## src/rtl/ebus_pkg.sv

```systemverilog
package ebus_pkg;

    typedef enum logic [2:0] {
        ST_IDLE    = 3'd0,
        ST_TURN    = 3'd1,
        ST_READ    = 3'd2,
        ST_WSETUP  = 3'd3,
        ST_WSTROBE = 3'd4
    } ebus_state_e;

endpackage

```

## src/rtl/ebus_wait_timer.sv

```systemverilog
module ebus_wait_timer #(
    parameter int W = 3
)(
    input  logic         clk,
    input  logic         rst_n,
    input  logic         load,
    input  logic [W-1:0] load_val,
    output logic         expired
);

    logic [W-1:0] cnt_d, cnt_q;

    always_comb begin
        cnt_d = cnt_q;
        if (load) begin
            cnt_d = load_val;
        end else if (cnt_q != '0) begin
            cnt_d = cnt_q - W'(1);
        end
    end

    always_ff @(posedge clk) begin
        if (!rst_n) cnt_q <= '0;
        else        cnt_q <= cnt_d;
    end

    assign expired = (cnt_q == '0);

    // a non-zero load must hold off expiry for at least one cycle
    p_load_hold_r6: assert property (@(posedge clk) disable iff (!rst_n)
        (load && load_val != '0) |=> !expired);

endmodule

```

## src/rtl/ebus_hold_arb.sv

```systemverilog
module ebus_hold_arb (
    input  logic clk,
    input  logic rst_n,
    input  logic hold_n,
    input  logic seq_idle,
    output logic granted
);

    logic granted_d, granted_q;

    always_comb begin
        if (granted_q) granted_d = !hold_n;
        else           granted_d = !hold_n && seq_idle;
    end

    always_ff @(posedge clk) begin
        if (!rst_n) granted_q <= 1'b0;
        else        granted_q <= granted_d;
    end

    assign granted = granted_q;

    p_grant_idle_r9: assert property (@(posedge clk) disable iff (!rst_n)
        $rose(granted_q) |-> $past(seq_idle && !hold_n));

    p_release_r10: assert property (@(posedge clk) disable iff (!rst_n)
        (granted_q && hold_n) |=> !granted_q);

endmodule

```

## src/rtl/ebus_pin_drv.sv

```systemverilog
module ebus_pin_drv
    import ebus_pkg::*;
#(
    parameter int NSP = 3,
    parameter int SPW = 2
)(
    input  ebus_state_e    state,
    input  logic [SPW-1:0] space,
    output logic           strb_n,
    output logic           rd_n,
    output logic           we_n,
    output logic           rw,
    output logic           data_oe,
    output logic [NSP-1:0] sel_n
);

    logic in_strobe;
    logic in_write;

    assign in_write  = (state == ST_WSETUP) || (state == ST_WSTROBE);
    assign in_strobe = (state == ST_READ) || in_write;

    assign strb_n  = !in_strobe;
    assign rd_n    = (state != ST_READ);
    assign we_n    = (state != ST_WSTROBE);
    assign rw      = !in_write;
    assign data_oe = in_write;

    for (genvar i = 0; i < NSP; i++) begin : g_sel
        assign sel_n[i] = !(in_strobe && (space == SPW'(i)));
    end

endmodule

```

## src/rtl/ebus_wait_ctrl.sv

```systemverilog
module ebus_wait_ctrl
    import ebus_pkg::*;
#(
    parameter int AW  = 16,
    parameter int DW  = 16,
    parameter int NSP = 3,
    parameter int WSW = 3,
    localparam int SPW = (NSP > 1) ? $clog2(NSP) : 1
)(
    input  logic               clk,
    input  logic               rst_n,
    input  logic               req_valid,
    input  logic               req_write,
    input  logic [SPW-1:0]     req_space,
    input  logic [AW-1:0]      req_addr,
    input  logic [DW-1:0]      req_wdata,
    output logic               req_ack,
    output logic [DW-1:0]      rd_data,
    input  logic [NSP*WSW-1:0] wait_cfg,
    input  logic               ready,
    input  logic               hold_n,
    output logic               holda_n,
    output logic [AW-1:0]      addr_o,
    output logic [DW-1:0]      data_o,
    input  logic [DW-1:0]      data_i,
    output logic               data_oe,
    output logic               bus_oe,
    output logic               strb_n,
    output logic               rd_n,
    output logic               we_n,
    output logic               rw,
    output logic [NSP-1:0]     sel_n
);

    typedef struct packed {
        ebus_state_e    state;
        logic [AW-1:0]  addr;
        logic [DW-1:0]  wdata;
        logic [DW-1:0]  rdata;
        logic [SPW-1:0] space;
        logic           wr;
        logic           first;
        logic           adj;
        logic           last_rd;
    } seq_t;

    seq_t seq_d, seq_q;

    logic           granted;
    logic           tmr_load;
    logic           tmr_expired;
    logic [SPW-1:0] tmr_sel;
    logic [WSW-1:0] cfg_pick;
    logic [WSW-1:0] load_val;

    // wait count of the selected space, raised to one on the first access
    always_comb begin
        cfg_pick = '0;
        for (int i = 0; i < NSP; i++) begin
            if (tmr_sel == SPW'(i)) cfg_pick = wait_cfg[i*WSW +: WSW];
        end
        load_val = (seq_q.first && cfg_pick == '0) ? WSW'(1) : cfg_pick;
    end

    always_comb begin
        seq_d    = seq_q;
        seq_d.adj = 1'b0;
        tmr_load = 1'b0;
        tmr_sel  = seq_q.space;
        req_ack  = 1'b0;
        case (seq_q.state)
            ST_IDLE: begin
                if (req_valid && hold_n && !granted) begin
                    seq_d.addr  = req_addr;
                    seq_d.wdata = req_wdata;
                    seq_d.space = req_space;
                    seq_d.wr    = req_write;
                    if (seq_q.adj && (seq_q.last_rd == req_write)) begin
                        seq_d.state = ST_TURN;
                    end else if (req_write) begin
                        seq_d.state = ST_WSETUP;
                    end else begin
                        seq_d.state = ST_READ;
                        tmr_load    = 1'b1;
                        tmr_sel     = req_space;
                    end
                end
            end
            ST_TURN: begin
                if (seq_q.wr) begin
                    seq_d.state = ST_WSETUP;
                end else begin
                    seq_d.state = ST_READ;
                    tmr_load    = 1'b1;
                end
            end
            ST_WSETUP: begin
                seq_d.state = ST_WSTROBE;
                tmr_load    = 1'b1;
            end
            ST_READ, ST_WSTROBE: begin
                if (tmr_expired && ready) begin
                    req_ack       = 1'b1;
                    seq_d.state   = ST_IDLE;
                    seq_d.adj     = 1'b1;
                    seq_d.last_rd = !seq_q.wr;
                    seq_d.first   = 1'b0;
                    if (!seq_q.wr) seq_d.rdata = data_i;
                end
            end
            default: seq_d.state = ST_IDLE;
        endcase
    end

    always_ff @(posedge clk) begin
        if (!rst_n) begin
            seq_q <= '{state: ST_IDLE, addr: '0, wdata: '0, rdata: '0,
                       space: '0, wr: 1'b0, first: 1'b1, adj: 1'b0,
                       last_rd: 1'b1};
        end else begin
            seq_q <= seq_d;
        end
    end

    ebus_wait_timer #(.W(WSW)) u_timer (
        .clk      (clk),
        .rst_n    (rst_n),
        .load     (tmr_load),
        .load_val (load_val),
        .expired  (tmr_expired)
    );

    ebus_hold_arb u_arb (
        .clk      (clk),
        .rst_n    (rst_n),
        .hold_n   (hold_n),
        .seq_idle (seq_q.state == ST_IDLE),
        .granted  (granted)
    );

    ebus_pin_drv #(.NSP(NSP), .SPW(SPW)) u_pins (
        .state   (seq_q.state),
        .space   (seq_q.space),
        .strb_n  (strb_n),
        .rd_n    (rd_n),
        .we_n    (we_n),
        .rw      (rw),
        .data_oe (data_oe),
        .sel_n   (sel_n)
    );

    assign holda_n = !granted;
    assign bus_oe  = !granted;
    assign addr_o  = seq_q.addr;
    assign data_o  = seq_q.wdata;
    assign rd_data = seq_q.rdata;

    // the first access may not finish in the first cycle of its strobe phase
    p_first_wait_r5: assert property (@(posedge clk) disable iff (!rst_n)
        (req_ack && seq_q.first) |-> (seq_q.state == $past(seq_q.state)));

    p_we_after_strobe_r3: assert property (@(posedge clk) disable iff (!rst_n)
        $fell(we_n) |-> $past(!strb_n));

    p_dir_write_r3: assert property (@(posedge clk) disable iff (!rst_n)
        data_oe |-> !rw);

    p_grant_no_access_r9: assert property (@(posedge clk) disable iff (!rst_n)
        !holda_n |-> (seq_q.state == ST_IDLE && !req_ack));

    p_ack_ready_r7: assert property (@(posedge clk) disable iff (!rst_n)
        req_ack |-> (ready && !strb_n));

    p_sel_onehot_r8: assert property (@(posedge clk) disable iff (!rst_n)
        $onehot0(~sel_n));

endmodule

```

## config.mk

```make
export PLATFORM = sky130hd
export DESIGN_NAME = ebus_wait_ctrl
export DESIGN_NICKNAME = d
export VERILOG_FILES = /design/src/rtl/ebus_pkg.sv /design/src/rtl/ebus_wait_timer.sv /design/src/rtl/ebus_hold_arb.sv /design/src/rtl/ebus_pin_drv.sv /design/src/rtl/ebus_wait_ctrl.sv
export SDC_FILE = /design/constraint.sdc
export NUM_CORES = 1
export LEC_CHECK = 0
export ABC_CLOCK_PERIOD_IN_PS = 2470
export BUFFER_PORTS_ARGS = -buffer_cell sky130_fd_sc_hd__buf_2
export CORE_ASPECT_RATIO = 0.5
export CORE_MARGIN = 2
export CORE_UTILIZATION = 45
export CTS_BUF_LIST = sky130_fd_sc_hd__clkbuf_4 sky130_fd_sc_hd__clkbuf_8
export DETAILED_ROUTE_END_ITERATION = 6
export GPL_ROUTABILITY_DRIVEN = 0
export GPL_TIMING_DRIVEN = 0
export PLACE_DENSITY = 0.82
export SLEW_MARGIN = 15
export SYNTH_ARGS = -nofsm -noshare
export SYNTH_HDL_FRONTEND = slang
export SYNTH_SLANG_ARGS = --single-unit
```

## constraint.sdc

```tcl
create_clock -name clk -period 2.47 [get_ports clk]
set_input_delay 0.1235 -clock clk [delete_from_list [all_inputs] [get_ports clk]]
set_output_delay 0.1235 -clock clk [all_outputs]
set_load 0.03 [all_outputs]
```

==> impl_metrics.json <==
{
  "fin_ws_ns": 0.1427,
  "max_slew_margin_pct": 57.77,
  "start_util_pct": 46.69,
  "core_um2": 6081,
  "min_period_ns": 2.327,
  "syn-cell-area_um2": 2839,
  "fin_crit_sh_pct": 94.22,
  "powerDensity_nw_per_um2": 665.6,
  "clock_path_buffers": 2,
  "stdcell_count": 599,
  "cts_sinks": 61,
  "setup_viol": 0,
  "drc": 0,
  "synth_edf_count": 0,
  "ios": 124,
  "endpoint_kind": "register",
  "finalSetupTns_ns": 0,
  "post-place-ws_ns": -0.4393,
  "cts_tree": "built",
  "ys_seq_area_share_pct": 43.01,
  "intPower_mw": 1.786,
  "grt_max_degree": 11,
  "clk_latency_ns": 0.34,
  "first_iter_violations": 92,
  "status": "complete, no violations",
  "min_path_type": "input port to register",
  "antenna_found_initial": 0,
  "cp-start-kind": "register",
  "min_to": "rd_data[3]",
  "track_usage_pct": 19.36,
  "via_per_inst": 4.516,
  "place_area_um2": 3570,
  "synth_flop_cell": "dfxtp_1",
  "yosysWarnings": 0,
  "synth_common_cells": "nand2_1 (114), a21oi_1 (63), dfxtp_1 (61)",
  "synth-seq-cells": 61,
  "critPathMaxFanout": 6,
  "r2r_start": "seq_q[54]",
  "die_x_um": 116.3,
  "synth_nets": 434,
  "rsz0062_at_grt": "false",
  "dieArea_um2": 6999,
  "crit_required_ns": 2.66,
  "syn_inst": 367,
  "grt_overflow_total": 0,
  "grt_pass1_vias": 2342,
  "dp.cells": 578,
  "area_growth_pct": 34.91,
  "avgSynthCellArea_um2": 7.736,
  "synth_top_area_share_pct": 43.01,
  "timing.fmax_ghz": 0.4297,
  "power.total_mw": 2.549,
  "clockPowerShare_pct": 32.1,
  "portBuffers": 123,
  "rows": 20,
  "r2r_setup_slack_ns": 0.14,
  "design_area_um2": 3830,
  "hold_start": "data_i[3]",
  "crit_arrival_ns": 2.52,
  "grt_pass1_wl_um": 10140,
  "htreeDepth": 3,
  "diodes": 0,
  "hpwl_um": 4994,
  "leakage_nw": 1.795,
  "fin_worst_skew_ns": 0.004609,
  "drt-total-wl_um": 6803,
  "cts.clk_slew.worst_paths_ns": 0.06,
  "worstMarginPinSlew_ns": 0.6310,
  "numCtsBuffers": 9,
  "r2r-end": "u_timer.cnt_q[0]",
  "vias": 2705,
  "yosys.cell_count.top_type": "nand2_1",
  "p_sw_share_pct": 29.94,
  "wl_per_cell_um": 11.36,
  "synth_top_cell_by_area": "dfxtp_1",
  "hold_viol": 0,
  "die-height_um": 60.17,
  "switchingPower_uw": 763.2,
  "ant_nets": 0,
  "worstRegToRegCells": 7,
  "cap_viol_max_count": 0,
  "drv_slew": 0,
  "firstDrtPassIters": 4,
  "p_seq_share_pct": 42.9,
  "clock-root-buffer": "clkbuf_8",
  "synthDistinctLibCells": 30,
  "ir_drop_v": 0.0003550,
  "async_flop_share_pct": 0,
  "hold_depth": 3,
  "synth_area_leaders": "dfxtp_1 (43%), nand2_1 (15%), buf_4 (13%)",
  "critPathKind": "register to register",
  "p_comb_share_pct": 25.0,
  "nFillCells": 580,
  "drive_gt1_share_pct": 39.53,
  "nets": 574
}
-- worst max path at each step --
stage	end	depth (start not counted)	slack [ns]	start
detailed placement	rd_data[7]	8	-0.44	u_timer.cnt_q[0]
finish	u_timer.cnt_q[0]	7	0.14	seq_q[54]
global route	u_timer.cnt_q[0]	7	0.04	seq_q[54]
floorplan	rd_data[10]	10	0.27	u_timer.cnt_q[0]
CTS	rd_data[7]	8	0.07	u_timer.cnt_q[0]
global placement	rd_data[12]	8	-0.37	u_timer.cnt_q[0]
-- area by class of cell --
| class | count | area (um^2) | share of cell area, % |
|---|---|---|---|
| Timing Repair Buffer | 129 | 670.6 | 17.51 |
| Tap cell | 88 | 110.1 | 2.875 |
| Inverter | 9 | 33.78 | 0.8821 |
| Buffer | 67 | 445.4 | 11.63 |
| Sequential cell | 61 | 1221 | 31.89 |
| Multi-Input combinational cell | 230 | 1164 | 30.38 |
| Clock buffer | 14 | 180.2 | 4.704 |
| Clock inverter | 1 | 5.005 | 0.1307 |
-- state kept, by name (all words and copies together) (netlist names) --
| register | cells |
|---|---|
| addr_o | 16 |
| data_o | 16 |
| rd_data | 16 |
| seq_q | 9 |
| u_arb.granted | 1 |
| u_timer.cnt_q | 3 |
-- per-stage QoR --
step           hold slack, ns  utilization (%)
2_1_floorplan          0.1953                -
3_3_place_gp           0.2991            58.70
3_5_place_dp           0.3159            58.70
4_1_cts              0.001058            62.65
5_1_grt              0.007484            62.98
6_report              0.01958            62.98
-- cells by family (layout without fill, tap and decap cells) --
| kind of cell | after synthesis | in the layout | share of synthesized area (%) |
|---|---|---|---|
| compound gates | 75 | 75 | 14.41 |
| xor+xnor | 3 | 3 | 0.9257 |
| fa+ha+maj | 2 | 2 | 0.8813 |
| buf+inv | 76 | 220 | 16.79 |
| flops | 61 | 61 | 43.01 |
| mux | 5 | 5 | 1.939 |
| simple gates | 145 | 145 | 22.04 |
-- critical path: stages (launching register included) --
cell and delay, ns:
dfxtp_1 0.39, or3_4 0.43, nor4_4 0.29, buf_4 0.20
mux2i_1 0.23, mux2_4 0.32, a221oi_2 0.25, a221oi_2 0.08
-- layout by cell type, fill, tap and decap left out, types with 3 or more instances in the layout --
| cell type | instances |
|---|---|
| buf_2 | 123 |
| dlygate4sd3_1 | 4 |
| a21oi_1 | 63 |
| clkbuf_1 | 14 |
| xnor2_1 | 3 |
| nand2_1 | 114 |
| o21ai_0 | 5 |
| dfxtp_1 | 61 |
| nand2b_1 | 9 |
| nor2_1 | 5 |
| nand3_1 | 3 |
| mux2i_1 | 4 |
| inv_1 | 9 |
| buf_4 | 51 |
| clkbuf_8 | 12 |
-- routing by layer --
layer	wire, um	GRT usage (%)	part of all wire (%)	vias to the layer above
met5	0	0	0	-
li1	-	-	-	1422
met1	2965	21.34	44	1192
met3	475	7.708	7.0	9
met2	3279	34.63	48	82
met4	82	6.633	1.2	0
-- power by group through the flow --
stage	clock network, mW	registers, mW	logic [mW]
finish	0.819	1.09	0.637
global route	0.875	1.10	0.694
global placement	0	1.11	0.609
CTS	0.840	1.09	0.634
detailed placement	0	1.11	0.619
floorplan	0	1.10	0.452
-- what timing repair did --
item,4_1_cts,5_1_grt
hold buffers,4,0
setup buffers,0,2
endpoints found under the hold margin,4,0
pin swaps,0,1
gates resized for setup,2,5
setup endpoints to repair,16,11
(Power assumes the default switching activity.)
